**src/rtl/cpg_pkg.sv**
```systemverilog
package cpg_pkg;
    typedef enum logic [1:0] {
        ST_DOWN = 2'd0,
        ST_WAKE = 2'd1,
        ST_IDLE = 2'd2,
        ST_LIVE = 2'd3
    } cpg_state_t;

    localparam int IN_W   = 5;
    localparam int I_PD   = 0;
    localparam int I_RUN  = 1;
    localparam int I_CARD = 2;
    localparam int I_VDDF = 3;
    localparam int I_VCCF = 4;
endpackage

```
**src/rtl/cpg_sync.sv**
```systemverilog
module cpg_sync #(
    parameter int W = 1
) (
    input  logic         clk,
    input  logic         rst_n,
    input  logic [W-1:0] d_i,
    output logic [W-1:0] q_o
);
    logic [W-1:0] meta_q;
    logic [W-1:0] hold_q;

    always_ff @(posedge clk or negedge rst_n) begin
        if (!rst_n) begin
            meta_q <= '0;
            hold_q <= '0;
        end else begin
            meta_q <= d_i;
            hold_q <= meta_q;
        end
    end

    assign q_o = hold_q;
endmodule

```
**src/rtl/cpg_stab_timer.sv**
```systemverilog
module cpg_stab_timer #(
    parameter int STAB_CYCLES = 2_500_000
) (
    input  logic clk,
    input  logic rst_n,
    input  logic reload_i,
    output logic expired_o
);
    localparam int CW = $clog2(STAB_CYCLES) + 1;
    localparam logic [CW-1:0] TOP = CW'(STAB_CYCLES - 1);

    logic [CW-1:0] cnt_q;

    always_ff @(posedge clk or negedge rst_n) begin
        if (!rst_n) begin
            cnt_q <= TOP;
        end else if (reload_i) begin
            cnt_q <= TOP;
        end else if (cnt_q != '0) begin
            cnt_q <= cnt_q - 1'b1;
        end
    end

    assign expired_o = (cnt_q == '0);

    AST_CNT_IN_RANGE: assert property (@(posedge clk) disable iff (!rst_n)
        cnt_q <= TOP);
    AST_RELOAD_FULL: assert property (@(posedge clk) disable iff (!rst_n)
        reload_i |=> (cnt_q == TOP));
endmodule

```
**src/rtl/cardpwr_gate.sv**
```systemverilog
module cardpwr_gate
    import cpg_pkg::*;
#(
    parameter int STAB_CYCLES = 2_500_000
) (
    input  logic clk,
    input  logic rst_n,
    input  logic pd_req_i,
    input  logic card_here_i,
    input  logic host_run_i,
    input  logic vdd_fault_i,
    input  logic vcc_fault_i,
    output logic analog_off_o,
    output logic act_o,
    output logic deact_o,
    output logic irq_o
);
    logic [IN_W-1:0] raw_in;
    logic [IN_W-1:0] syn;
    logic            run_prev_q;
    logic            run_rise;
    logic            run_fall;
    logic            fault_s;
    logic            win_done;
    logic            end_q;
    cpg_state_t      state_q;
    cpg_state_t      state_d;

    assign raw_in[I_PD]   = pd_req_i;
    assign raw_in[I_RUN]  = host_run_i;
    assign raw_in[I_CARD] = card_here_i;
    assign raw_in[I_VDDF] = vdd_fault_i;
    assign raw_in[I_VCCF] = vcc_fault_i;

    cpg_sync #(.W(IN_W)) u_sync (
        .clk   (clk),
        .rst_n (rst_n),
        .d_i   (raw_in),
        .q_o   (syn)
    );

    cpg_stab_timer #(.STAB_CYCLES(STAB_CYCLES)) u_timer (
        .clk       (clk),
        .rst_n     (rst_n),
        .reload_i  (state_q != ST_WAKE),
        .expired_o (win_done)
    );

    assign run_rise = syn[I_RUN] & ~run_prev_q;
    assign run_fall = ~syn[I_RUN] & run_prev_q;
    assign fault_s  = syn[I_VDDF] | syn[I_VCCF];

    // next-state decision
    always_comb begin
        state_d = state_q;
        unique case (state_q)
            ST_DOWN: if (!syn[I_PD]) state_d = ST_WAKE;
            ST_WAKE: begin
                if (syn[I_PD])     state_d = ST_DOWN;
                else if (win_done) state_d = ST_IDLE;
            end
            ST_IDLE: begin
                if (syn[I_PD])                 state_d = ST_DOWN;
                else if (run_rise && !fault_s) state_d = ST_LIVE;
            end
            ST_LIVE: if (fault_s || run_fall) state_d = ST_IDLE;
            default: state_d = ST_WAKE;
        endcase
    end

    // state register and edge / end-of-session flags
    always_ff @(posedge clk or negedge rst_n) begin
        if (!rst_n) begin
            state_q    <= ST_WAKE;
            run_prev_q <= 1'b0;
            end_q      <= 1'b0;
        end else begin
            state_q    <= state_d;
            run_prev_q <= syn[I_RUN];
            end_q      <= (state_q == ST_LIVE) && (state_d != ST_LIVE);
        end
    end

    // outputs
    always_comb begin
        analog_off_o = (state_q == ST_DOWN);
        act_o        = (state_q == ST_LIVE);
        deact_o      = fault_s | end_q;
        irq_o        = syn[I_CARD] & (state_q != ST_WAKE);
    end

    AST_WAIT_FOR_WINDOW: assert property (@(posedge clk) disable iff (!rst_n)
        (state_q == ST_WAKE && !syn[I_PD] && !win_done) |=> (state_q == ST_WAKE));
    AST_NO_START_ASLEEP: assert property (@(posedge clk) disable iff (!rst_n)
        (state_q == ST_DOWN || state_q == ST_WAKE) |=> (state_q != ST_LIVE));
    AST_NO_SLEEP_IN_SESSION: assert property (@(posedge clk) disable iff (!rst_n)
        (state_q == ST_LIVE) |=> !analog_off_o);
    AST_FAULT_ENDS_SESSION: assert property (@(posedge clk) disable iff (!rst_n)
        (fault_s && state_q == ST_LIVE) |=> !act_o);
    AST_FAULT_BLOCKS_START: assert property (@(posedge clk) disable iff (!rst_n)
        (fault_s && state_q != ST_LIVE) |=> !act_o);
    AST_END_HAS_DEACT: assert property (@(posedge clk) disable iff (!rst_n)
        $fell(act_o) |-> deact_o);
endmodule

```
**config.mk**
```make
export PLATFORM = sky130hd
export DESIGN_NAME = cardpwr_gate
export DESIGN_NICKNAME = d
export VERILOG_FILES = /design/src/rtl/cpg_pkg.sv /design/src/rtl/cpg_sync.sv /design/src/rtl/cpg_stab_timer.sv /design/src/rtl/cardpwr_gate.sv
export SDC_FILE = /design/constraint.sdc
export NUM_CORES = 1
export LEC_CHECK = 0
export BUFFER_PORTS_ARGS = -buffer_cell sky130_fd_sc_hd__buf_2
export CAP_MARGIN = 20
export CORE_UTILIZATION = 50
export DETAILED_ROUTE_END_ITERATION = 12
export GPL_TIMING_DRIVEN = 0
export PLACE_DENSITY_LB_ADDON = 0.1
export SKIP_LAST_GASP = 1
export SLEW_MARGIN = 40
export SYNTH_ARGS = -nofsm -noshare
export SYNTH_HDL_FRONTEND = slang
export SYNTH_SLANG_ARGS = --single-unit
```
**constraint.sdc**
```tcl
create_clock -name clk -period 2.85 [get_ports clk]
set_input_delay 0.4275 -clock clk [delete_from_list [all_inputs] [get_ports clk]]
set_output_delay 0.4275 -clock clk [all_outputs]
set_load 0.01 [all_outputs]
```
### Yosys cells after proc, flatten, opt, wreduce, memory -nomap -nowiden

Cells that the tools add are included.

* register bits: 37
* input port bits: 7
* logic and storage cells: 36
* output and inout port bits: 4

* equality and inequality tests: 5
* reduce and logical (&&, ||, !) cells: 8
* mux-type cells: 9
* $add $sub $neg: 1
* bitwise operators: 7

Operator list (number)
* 2-to-1 mux 23 bit: 2
* zero test 23 bit: 1
* nonzero test 23 bit: 1
* subtractor 23 x 1 -> 23 bit, second input constant: 1
* 2-to-1 mux 2 bit: 6
* one-hot mux 2 bit (4 select lines): 1
* equality test 2 bit, second input constant: 2
* AND 1 bit: 3
* equality test 2 x 1 -> 1 bit, second input constant: 1
* logical AND 1 bit: 2
* zero test 2 bit: 1
* inequality test 2 x 1 -> 1 bit, second input constant: 1
* inequality test 2 bit, second input constant: 1
* inverter 1 bit: 2
* bitwise OR 1 bit: 2
* nonzero test 2 bit: 1
* zero test 1 bit: 1
* logical OR 1 bit: 1

### Logic depth before layout (Yosys ltp)

* depth after elaboration: 8
* mapped depth: 7
* depth with buffers taken out: 7

### By module

Synthesis repeated with hierarchy kept, for this count alone.

* cell total of the unflattened synthesis: 162
* area, all modules: 1752.9 um^2

By module, submodules not included
* cpg_stab_timer: cells each 130, area an instance 1293.7 um^2, instances 1, seq. area each 590.6 um^2
* cpg_sync: cells each 10, area an instance 250.2 um^2, instances 1, seq. area each 250.2 um^2
* cardpwr_gate: cells each 22, area an instance 209.0 um^2, instances 1, seq. area each 101.3 um^2

### Worst setup path before layout

OpenSTA, ideal clock, no wires.

* path kind: register to register
* start: reg u_timer.cnt_q[11]
* end: reg u_timer.cnt_q[19]
* buffers on the path: 1
* slack: 0.681 ns
* data required time: 2.718 ns
* data arrival time: 2.037 ns
* clock period less this slack: 2.169 ns
* library setup time: 0.132 ns
* cell stages (with the launch flop): 7
* cells stage by stage: dfrtp_1 > or4_4 > or4_4 > buf_6 > o211ai_2 > xor2_1 > nor2_1

* cells in the longest elaborated chain, start to end: 3
* elaborated cells between the ends (all ways): 5
* those cells by class: 1 x add/sub; 2 x mux; 2 x reduce/logical

RTL lines
* from (decl): RTL line cpg_stab_timer.sv:12 `logic [CW-1:0] cnt_q;`
* from (signal assigned): RTL line cpg_stab_timer.sv:20 `cnt_q <= cnt_q - 1'b1;`
* subtractor 23 x 1 -> 23 bit: RTL line cpg_stab_timer.sv:20
* 2-to-1 mux 23 bit: RTL line cpg_stab_timer.sv:19 `end else if (cnt_q != '0) begin`
* 2-to-1 mux 23 bit: RTL line cpg_stab_timer.sv:17 `end else if (reload_i) begin`

Several ways; a longest one is shown, not always the timed one. The select of a mux whose other input is x is not followed.
A chain may end at the register's enable or synchronous reset.

### Final worst setup path

* start: reg u_timer.cnt_q[14]
* end: reg u_timer.cnt_q[17]

The elaborated chain is that of the path after synthesis.

==> run summary <==
Worst-path clk slew: 110 ps
Starting Density: 52.46%
syn nets: 172
antenna violations before repair: 0
logic gate share of total power: 3.9%
layout cells sized above 1: 23.76%
final hold vios: 0
post-synthesis async set-or-reset flop share: 100.0%
Syn-to-layout area delta: 12.15%
fmax: 406.8 MHz
TritonCTS Buffers: 5
sum of buffers and inverters on the critical path: 2
CTS max path bufs: 2
vias per cell: 5.608
Tcrit/Tclk final: 86.25%
CTS tree: built
WP data arrival: 2720 ps
peak supply drop: 416.5 uV
Syn Area/Cell: 10.74 um^2
number of warnings issued by yosys: 0
most frequent CP cell: clkbuf_1
final worst path period need: 2458 ps
Post-Syn Instances: 163
Cell variety after synth: 40
clk sinks: 37
Leak Pwr: 0.8036 nW
routed length per instance: 13.93 um
final setup vio count: 0
placed insts: 219
NetSw: 0.2068 mW
top post-synthesis cells by area: dfrtp_1 34%, dfstp_2 20%, xor2_1 7.5%, nor2_1 3.9%, o21ai_1 2.6%
DRT antenna net count: 0
grt ovf: 0
Final Slew Violations: 0
synthesized area: 1750 um^2
crit path kind: flop to flop
Final #Nets: 189
Post-synth EDFFs: 0
H-tree Lvls: 2
post-CTS setup buffer count: 0
# hold bufs at CTS: 0
GRT Total Usage: 20.81%
Worst Hold Class: primary input to async pin
slew margin rel.: 62.07%
Die X: 61.17 um
CTS root buf: clkbuf_4
part of the power in registers: 53.0%
Synth Flop Type: dfrtp_1
Final HPWL DP: 2259 um
Worst Path Required: 3110 ps
Synth area leader: dfrtp_1
largest net degree at the start of global routing: 38
clock power share: 43.1%
Worst path max stage delay: 500 ps
CP cell instances: clkbuf_1 > nor4_1 > nand4_1 > clkbuf_1 > o211ai_2 > xor2_1 > nand2_1
P_int: 0.8262 mW
Die Span Y: 61.17 um
DRC: 0
final setup TNS: 0 ps
ANT cells: 0
unrepaired setup endpoints after global routing: false
drt first pass iters: 4
PwrDens: 526.2 nW/um^2
element type at the critical path end: flop
CP max stage cell: nand4_1
worst slew pin tran: 564.2 ps
GP Congestion: 0.8125
Non-Filler Instances: 227
Resize count post-CTS: 0
Iter 0 DRT Violations: 38
core area: 3337 um^2
sequential fraction of the synthesis area: 53.82%
vias after detailed routing: 1273
IO Count: 11
Sw Ratio: 20.02%
largest fanout on the critical path: 10
DIE AREA: 3742 um^2
Clock Skews: 5.144 ps
clock latency at the later pin of the worst-skew pair: 340 ps
Synth top area share: 34.31%
Rows: 21
global-route wire length before repair: 5457 um
FF+latch count, synth: 37
cell family with most CP delay: simple AND/OR/NAND/NOR gates
# port buffers: 10
Max Cap Violations: 0
Routed WL: 3162 um
CP Launch Type: flop
status: finished, final reports clean
vias in the first global route: 1224
==> registers in the layout (all words and copies together) (netlist names) <==
register and cells:
run_prev_q 1, state_q 2, u_sync.q_o 5, end_q 1, u_timer.cnt_q 23, u_sync.meta_q 5
==> worst reg2reg max path: stages, from the launching register on <==
cell,delay (ps)
dfrtp_1,370
clkbuf_1,160
nor4_1,480
nand4_1,500
clkbuf_1,380
o211ai_2,250
xor2_1,170
nand2_1,70
==> placed cells by master (no fill, tap or decap), types with 6 or more instances in the layout <==
cell type  Yosys  layout
dfrtp_1       24      24
nor2_1        18      18
xor2_1        15      15
dfstp_2       13      13
nand2_1       11      11
o21ai_1        9       9
buf_2          0       9
nor3_1         7       7
clkbuf_1       6       6
nor4_1         6       6
==> final timing paths <==
kind | startpoint | endpoint | slack, ps | cells after the start
min in group clk | host_run_i | u_sync.meta_q[1] | 180 | 1
max | u_timer.cnt_q[14] | u_timer.cnt_q[17] | 390 | 7
min reg2reg | u_sync.meta_q[4] | u_sync.q_o[4] | 360 | 0
max in group asynchronous | rst_n | u_timer.cnt_q[21] | 2480 | 1
min | rst_n | u_timer.cnt_q[6] | 10 | 1
max reg2reg | u_timer.cnt_q[14] | u_timer.cnt_q[17] | 390 | 7
==> synthesized netlist by cell type, types with 2 or more instances <==
master / number
dfrtp_1: 24
nor2_1: 18
xor2_1: 15
dfstp_2: 13
nand2_1: 11
o21ai_1: 9
nor3_1: 7
clkbuf_1: 6
nor4_1: 6
inv_1: 4
or3_1: 4
nand3_1: 3
nor2b_1: 3
o211ai_1: 3
o211ai_2: 3
or4_1: 3
a21oi_1: 2
ha_1: 2
nand2b_1: 2
nor3b_1: 2
o21ai_0: 2
or2_2: 2
or4_4: 2
==> power groups by stage <==
| stage | Combinational [mW] | Clock [mW] | Sequential, mW |
|---|---|---|---|
| 2_1_floorplan | 0.0199 | 0 | 0.555 |
| 3_3_place_gp | 0.0397 | 0 | 0.556 |
| 3_5_place_dp | 0.0417 | 0 | 0.557 |
| 4_1_cts | 0.0418 | 0.459 | 0.547 |
| 5_1_grt | 0.0465 | 0.483 | 0.549 |
| 6_report | 0.0405 | 0.445 | 0.547 |
==> metal layers <==
layer | vias to the layer above | GRT usage (%) | wire length [um]
li1 | 605 | - | -
met2 | 24 | 34.16 | 1583
met1 | 637 | 25.55 | 1413
met3 | 7 | 6.513 | 105
met5 | - | 0 | 0
met4 | 0 | 8.442 | 60
==> layout make-up <==
cell class                      instances  area, um^2
Fill cell                             289        1374
Sequential cell                        37       942.2
Multi-Input combinational cell        115       759.5
Clock inverter                          3       65.06
Tap cell                               46       57.56
Timing Repair Buffer                   10       52.55
Clock buffer                            5       37.54
Buffer                                  7       33.78
Inverter                                4       15.01
==> cells by family (layout without fill, tap and decap cells) <==
| family | Yosys count | count (layout) | share of synthesized area, % |
|---|---|---|---|
| fa+ha+maj | 2 | 2 | 1.429 |
| flops | 37 | 37 | 53.82 |
| buf+inv | 11 | 29 | 2.787 |
| mux | 2 | 2 | 1.215 |
| compound gates | 25 | 25 | 9.865 |
| xor+xnor | 16 | 16 | 8.006 |
| simple gates | 70 | 70 | 22.87 |
==> metrics by stage <==
stage               hold WS, ps  setup WS, ps  util [%]  instance area (um^2)  total power [mW]
global placement          331.3         434.8     55.68                  1858            0.5957
floorplan                 131.9         681.3         -                  1750            0.5746
CTS                       164.8         412.2     58.76                  1961             1.048
detailed placement        334.7         437.4     55.68                  1858            0.5984
finish                    10.40         391.9     58.83                  1963             1.033
global route              20.89         191.2     58.83                  1963             1.078
No activity file was read; power rests on OpenSTA's default activity.
